File: config.mk
export PLATFORM = sky130hd
export DESIGN_NAME = smc_seq
export DESIGN_NICKNAME = d
export VERILOG_FILES = /design/src/rtl/smc_pkg.sv /design/src/rtl/smc_dcnt.sv /design/src/rtl/smc_lane_dec.sv /design/src/rtl/smc_seq.sv
export SDC_FILE = /design/constraint.sdc
export NUM_CORES = 1
export LEC_CHECK = 0
export BUFFER_PORTS_ARGS = -buffer_cell sky130_fd_sc_hd__buf_2
export CORE_UTILIZATION = 49
export DETAILED_ROUTE_END_ITERATION = 16
export PLACE_DENSITY = 0.75
export SYNTH_ARGS = -nofsm -noshare
export SYNTH_HDL_FRONTEND = slang
export SYNTH_SLANG_ARGS = --single-unit
export TNS_END_PERCENT = 1
File: constraint.sdc
create_clock -name clk -period 2.2 [get_ports clk]
set_input_delay 0.44 -clock clk [delete_from_list [all_inputs] [get_ports clk]]
set_output_delay 0.44 -clock clk [all_outputs]
set_load 0.005 [all_outputs]
File: src/rtl/smc_pkg.sv
package smc_pkg;

    typedef enum logic [2:0] {
        ST_IDLE,
        ST_T1,
        ST_TW,
        ST_T2,
        ST_BEAT,
        ST_GAP
    } smc_state_e;

    localparam logic [1:0] PORT_W32     = 2'b00;
    localparam logic [1:0] PORT_W16     = 2'b01;
    localparam logic [1:0] PORT_W8      = 2'b10;
    localparam logic [1:0] PORT_W32_ACK = 2'b11;

    localparam logic [1:0] SZ_BYTE = 2'b00;
    localparam logic [1:0] SZ_HALF = 2'b01;

endpackage

File: src/rtl/smc_dcnt.sv
module smc_dcnt #(
    parameter int W = 4
) (
    input  logic         clk,
    input  logic         rst_n,
    input  logic         load,
    input  logic [W-1:0] load_val,
    input  logic         dec,
    output logic [W-1:0] cnt
);
    always_ff @(posedge clk or negedge rst_n) begin
        if (!rst_n) begin
            cnt <= '0;
        end else if (load) begin
            cnt <= load_val;
        end else if (dec && (cnt != '0)) begin
            cnt <= cnt - 1'b1;
        end
    end
endmodule

File: src/rtl/smc_lane_dec.sv
module smc_lane_dec
    import smc_pkg::*;
(
    input  logic [1:0] port,
    input  logic [1:0] size,
    input  logic [1:0] addr_lo,
    output logic [3:0] be_n
);
    logic [3:0] lane_en;

    always_comb begin
        unique case (port)
            PORT_W8: begin
                lane_en = 4'b1000;
            end
            PORT_W16: begin
                if (size == SZ_BYTE) begin
                    lane_en = addr_lo[0] ? 4'b0100 : 4'b1000;
                end else begin
                    lane_en = 4'b1100;
                end
            end
            default: begin
                if (size == SZ_BYTE) begin
                    lane_en = 4'b1000 >> addr_lo;
                end else if (size == SZ_HALF) begin
                    lane_en = addr_lo[1] ? 4'b0011 : 4'b1100;
                end else begin
                    lane_en = 4'b1111;
                end
            end
        endcase
    end

    assign be_n = ~lane_en;
endmodule

File: src/rtl/smc_seq.sv
module smc_seq
    import smc_pkg::*;
#(
    parameter int WAIT_W = 4,
    parameter int BSZ_W  = 2,
    parameter int BEAT_W = 2
) (
    input  logic              clk,
    input  logic              rst_n,
    input  logic              start,
    input  logic              wr_en,
    input  logic [1:0]        addr_lo,
    input  logic [1:0]        xfer_size,
    input  logic [WAIT_W-1:0] cfg_wait,
    input  logic              cfg_sync,
    input  logic              cfg_idle,
    input  logic              cfg_burst,
    input  logic [BEAT_W-1:0] cfg_beat,
    input  logic [BSZ_W-1:0]  cfg_bsize,
    input  logic [1:0]        cfg_port,
    input  logic              cfg_ack_sel,
    input  logic              xfer_ack,
    output logic              cs_n,
    output logic              oe_n,
    output logic              we_n,
    output logic [3:0]        be_n,
    output logic              done,
    output logic              last
);
    // beat count reaches 2 << (2**BSZ_W - 1)
    localparam int BCNT_W = (1 << BSZ_W) + 1;
    localparam int TMR_W  = (WAIT_W > BEAT_W) ? WAIT_W : BEAT_W;

    smc_state_e state, state_nx;

    logic              wr_q;
    logic [3:0]        be_q;
    logic              ack_q;
    logic              idle_q;
    logic [TMR_W-1:0]  wait_q;
    logic [TMR_W-1:0]  blen_q;

    logic [3:0]        be_dec;
    logic [TMR_W-1:0]  wait_eff;
    logic              ack_mode;
    logic [BCNT_W-1:0] beats_total;
    logic              accept;

    logic              tmr_ld;
    logic              tmr_dec;
    logic [TMR_W-1:0]  tmr_val;
    logic [TMR_W-1:0]  tmr_cnt;
    logic              tmr_zero;

    logic              bc_dec;
    logic [BCNT_W-1:0] bc_cnt;
    logic              is_last;
    logic              beat_end;

    smc_lane_dec lane_i (
        .port    (cfg_port),
        .size    (xfer_size),
        .addr_lo (addr_lo),
        .be_n    (be_dec)
    );

    smc_dcnt #(.W(TMR_W)) tmr_i (
        .clk      (clk),
        .rst_n    (rst_n),
        .load     (tmr_ld),
        .load_val (tmr_val),
        .dec      (tmr_dec),
        .cnt      (tmr_cnt)
    );

    smc_dcnt #(.W(BCNT_W)) beat_i (
        .clk      (clk),
        .rst_n    (rst_n),
        .load     (accept),
        .load_val (beats_total),
        .dec      (bc_dec),
        .cnt      (bc_cnt)
    );

    assign accept      = (state == ST_IDLE) && start;
    assign wait_eff    = (!cfg_sync && (cfg_wait == '0)) ? TMR_W'(1) : TMR_W'(cfg_wait);
    assign ack_mode    = (cfg_port == PORT_W32_ACK) || (cfg_ack_sel && (cfg_port != PORT_W32));
    assign beats_total = cfg_burst ? (BCNT_W'(2) << cfg_bsize) : BCNT_W'(1);
    assign tmr_zero    = (tmr_cnt == '0);
    assign is_last     = (bc_cnt == BCNT_W'(1));
    assign beat_end    = (state == ST_T2) || ((state == ST_BEAT) && tmr_zero);
    assign bc_dec      = beat_end && !is_last;

    // access parameters captured on acceptance
    always_ff @(posedge clk or negedge rst_n) begin
        if (!rst_n) begin
            wr_q   <= 1'b0;
            be_q   <= 4'hF;
            ack_q  <= 1'b0;
            idle_q <= 1'b0;
            wait_q <= '0;
            blen_q <= '0;
        end else if (accept) begin
            wr_q   <= wr_en;
            be_q   <= be_dec;
            ack_q  <= ack_mode;
            idle_q <= cfg_idle;
            wait_q <= wait_eff;
            blen_q <= TMR_W'(cfg_beat);
        end
    end

    // timer control: wait run after T1, beat length on each new beat
    always_comb begin
        tmr_ld  = 1'b0;
        tmr_val = '0;
        if ((state == ST_T1) && (state_nx == ST_TW)) begin
            tmr_ld  = 1'b1;
            tmr_val = wait_q - 1'b1;
        end else if (beat_end && (state_nx == ST_BEAT)) begin
            tmr_ld  = 1'b1;
            tmr_val = blen_q;
        end
        tmr_dec = ((state == ST_TW) && !ack_q) || (state == ST_BEAT);
    end

    // state register
    always_ff @(posedge clk or negedge rst_n) begin
        if (!rst_n) begin
            state <= ST_IDLE;
        end else begin
            state <= state_nx;
        end
    end

    // next state
    always_comb begin
        state_nx = state;
        unique case (state)
            ST_IDLE: begin
                if (start) state_nx = ST_T1;
            end
            ST_T1: begin
                state_nx = (ack_q || (wait_q != '0)) ? ST_TW : ST_T2;
            end
            ST_TW: begin
                if (ack_q ? xfer_ack : tmr_zero) state_nx = ST_T2;
            end
            ST_T2: begin
                if (!is_last)    state_nx = ST_BEAT;
                else if (idle_q) state_nx = ST_GAP;
                else             state_nx = ST_IDLE;
            end
            ST_BEAT: begin
                if (tmr_zero) begin
                    if (!is_last)    state_nx = ST_BEAT;
                    else if (idle_q) state_nx = ST_GAP;
                    else             state_nx = ST_IDLE;
                end
            end
            ST_GAP: begin
                state_nx = ST_IDLE;
            end
            default: begin
                state_nx = ST_IDLE;
            end
        endcase
    end

    // outputs
    always_comb begin
        cs_n = 1'b1;
        oe_n = 1'b1;
        we_n = 1'b1;
        be_n = 4'hF;
        last = 1'b0;
        done = 1'b0;
        unique case (state)
            ST_T1: begin
                cs_n = 1'b0;
                oe_n = wr_q;
                be_n = be_q;
                last = is_last;
            end
            ST_TW, ST_T2, ST_BEAT: begin
                cs_n = 1'b0;
                oe_n = wr_q;
                we_n = !wr_q;
                be_n = be_q;
                last = is_last;
                done = is_last && beat_end;
            end
            default: begin
            end
        endcase
    end

endmodule

==> results.sh <==
export IMPL_cp_max_fo=3
export IMPL_die_w_um=59.7
export IMPL_worst_slack_ns=-0.0224
export IMPL_netSwitchingFraction_pct=42.2
export IMPL_tns_ns=-0.0224
export IMPL_synthesis_area_mm2=0.00163
export IMPL_wire_per_inst_um=13.2
export IMPL_path_cells="inv_2 -> ha_4 -> or4b_4 -> and2b_1 -> buf_2"
export IMPL_insertion_delay_ns=0.32
export IMPL_synth_cells=181
export IMPL_post_route_min_period_ns=2.22
export IMPL_hold_viol=0
export IMPL_drt_pass1_iter_count=4
export IMPL_drive_gt1_share_pct=33.9
export IMPL_clock_root_buffer="clkbuf_4"
export IMPL_fin_nets=257
export IMPL_clock_fmax_ghz=0.450
export IMPL_cp_slowest_cell="or4b_4"
export IMPL_slew_limit_headroom_pct=62.5
export IMPL_syn_to_final_growth_pct=22.3
export IMPL_netlist_area_leader_share_pct=32.2
export IMPL_vias=1427
export IMPL_cts_buffers=3
export IMPL_ir_worst_vdd_v=0.000542
export IMPL_start_kind="flop"
export IMPL_die_h_um=59.7
export IMPL_crit_type="reg -> out"
export IMPL_crit_required_ns=1.76
export IMPL_core_area_mm2=0.00310
export IMPL_yosysSeqAreaShare_pct=38.7
export IMPL_antennaDiodeCount=0
export IMPL_p_leak_nw=0.939
export IMPL_route_detailed_drc=0
export IMPL_grt_pass1_wl_um=5810
export IMPL_ys_ff_latch=25
export IMPL_rsz0062_at_grt="true"
export IMPL_clkPwrFrac_pct=8.2
export IMPL_synth_main_ff_cell="dfrtp_1"
export IMPL_p_per_area_mw_per_mm2=1290
export IMPL_p_switching_mw=1.08
export IMPL_critPathMaxStageDelay_ns=0.46
export IMPL_outcome="finished, violations left"
export IMPL_drv_cap=0
export IMPL_met1_length_um=1630
export IMPL_critPathArrivalTime_ns=1.78
export IMPL_cts_tree="yes"
export IMPL_routed_top_layer="met4"
export IMPL_clk_pin_slew_ns=0.14
export IMPL_yosysMostFrequentCell="nand2_1"
export IMPL_synth_edff_count=0
export IMPL_comb_power_share_pct=57.8
export IMPL_die_area_mm2=0.00356
export IMPL_dr_wl_met3_um=122
export IMPL_clock_skew_ns=0.000791
export IMPL_rrSetupSlack_ns=0.05
export IMPL_period_share_pct=101
export IMPL_cts_buffer_depth=2
export IMPL_h_tree_depth=1
export IMPL_clock_sinks=25
export IMPL_track_usage_pct=21.5
export IMPL_dp_hpwl_um=2610
export IMPL_drtIter0Drc=81
export IMPL_drt_total_wl_um=3530
export IMPL_via_per_inst=5.32
export IMPL_hold_slack_ns=0.0874
export IMPL_synth_warnings=0
export IMPL_grt_pass1_vias=1377
export IMPL_drv_slew=0
export IMPL_setup_viol=1
export IMPL_ios=32
export IMPL_violations="negative setup slack"
export IMPL_ctsHoldBuffers=0
export IMPL_overflow=0
export IMPL_worstMarginPinSlew_ns=0.562
export IMPL_grt_max_degree=26
export IMPL_wl_met2_um=1750
export IMPL_start_util_pct=52.5
export IMPL_ys_top_cells_by_area="dfrtp_1 32%, ha_1 6.9%, dfstp_2 6.4%, nand2_1 6.2%, nor2_1 3.5%"
export IMPL_end_kind="output port"
export IMPL_grt_antenna_before_repair=0
export IMPL_ys_types=46
export IMPL_ant_nets=0
export IMPL_rows=20
export IMPL_p_seq_share_pct=34.0
export IMPL_min_path_type="in -> async"
export IMPL_synth_common_cells="27 x nand2_1, 21 x dfrtp_1, 15 x nor2_1, 11 x inv_1"
export IMPL_synth_fp_nets=213
export IMPL_internal_power_mw=1.49
export IMPL_avgSynthCellArea_um2=9.01
export IMPL_async_flop_share_pct=100
export IMPL_numPortBuffers=31
export IMPL_gp_congestion=0.864
export IMPL_yosys_area_top_type="dfrtp_1"
## metrics by stage
stage | cell area (um^2) | total power [mW] | utilization, % | cells | worst slack, ns
finish | 1990 | 2.57 | 64.3 | 268 | -0.0224
global route | 1990 | 2.80 | 64.3 | 268 | -0.0972
CTS | 1920 | 2.47 | 61.9 | 262 | -0.0663
detailed placement | 1860 | 2.19 | 59.8 | 255 | 0.0298
global placement | 1860 | 2.13 | 59.8 | 255 | 0.138
floorplan | 1630 | 1.81 | - | 181 | 0.135
## cells by family after synthesis
kind of cell / after synthesis / share of synthesized area (%)
XOR/XNOR: 5 / 2.69
AO/OA/AOI/OAI: 32 / 14.4
multiplexers: 6 / 3.84
flip-flops: 25 / 38.7
AND/OR/NAND/NOR: 86 / 28.8
buffers and inverters: 18 / 4.68
adder cells (fa/ha/maj): 9 / 6.91
## critical path: cells and delay by family, from the launching register on
kind,cells,cell delay [ns]
buffers and inverters,2,0.22
adders and majority gates,1,0.13
DFF,1,0.42
and+or+nand+nor,2,0.70
## registers in the layout (all words and copies together) (netlist names)
| signal | count |
|---|---|
| beat_i.cnt | 5 |
| idle_q | 1 |
| be_q | 4 |
| tmr_i.cnt | 4 |
| blen_q | 2 |
| wr_q | 1 |
| state | 3 |
| ack_q | 1 |
| wait_q | 4 |
## metal layers
layer,up-vias,track usage [%]
li1,718,-
met3,4,2.60
met5,-,0
met2,34,37.3
met1,671,27.8
met4,0,6.64
## worst paths after layout
path | start | end | cells past startpoint
min reg2reg | be_q[2] | be_q[2] | 2
min | rst_n | tmr_i.cnt[3] | 1
max in group asynchronous | rst_n | state[1] | 1
min in group clk | cfg_idle | idle_q | 3
max reg2reg | beat_i.cnt[1] | tmr_i.cnt[0] | 8
max | beat_i.cnt[1] | done | 5
## power groups by stage
stage               combinational, mW  sequential, mW  clock, mW
detailed placement               1.32           0.878          0
global placement                 1.26           0.867          0
CTS                              1.39           0.867      0.220
finish                           1.48           0.875      0.211
global route                     1.67           0.904      0.235
floorplan                        1.02           0.792          0
## layout by cell type (no fill, tap or decap), types with 2 or more instances in the layout
cell type / instances
a211oi_1: 2
a21o_1: 2
a21oi_1: 6
buf_2: 31
buf_4: 15
clkbuf_4: 3
dfrtp_1: 19
dfrtp_2: 2
dfstp_2: 4
ha_1: 7
ha_4: 2
inv_1: 8
inv_2: 3
mux2_2: 2
mux2i_1: 4
nand2_1: 27
nand2b_1: 8
nand3_1: 6
nand3b_1: 2
nand4b_1: 2
nor2_1: 14
nor3_1: 9
nor3b_2: 2
nor4b_1: 2
o21ai_0: 9
o31ai_1: 2
xnor2_1: 4
## timing repair
| item | 4_1_cts | 5_1_grt |
|---|---|---|
| resized for setup | 4 | 8 |
| pin swaps | 2 | 0 |
| endpoints found under the setup margin | 7 | 6 |
| setup buffers | 3 | 6 |
| cloned | 0 | 0 |
## final cells by class
class | instances | area (um^2)
repair buffers | 46 | 268
multi-input cells | 138 | 967
fillers | 284 | 1110
clock buffers | 3 | 22.5
flip-flops and latches | 25 | 633
clock inverters | 1 | 7.51
well taps | 44 | 55.1
inverters | 11 | 41.3
Note: power is estimated with default switching activity, not from simulation.
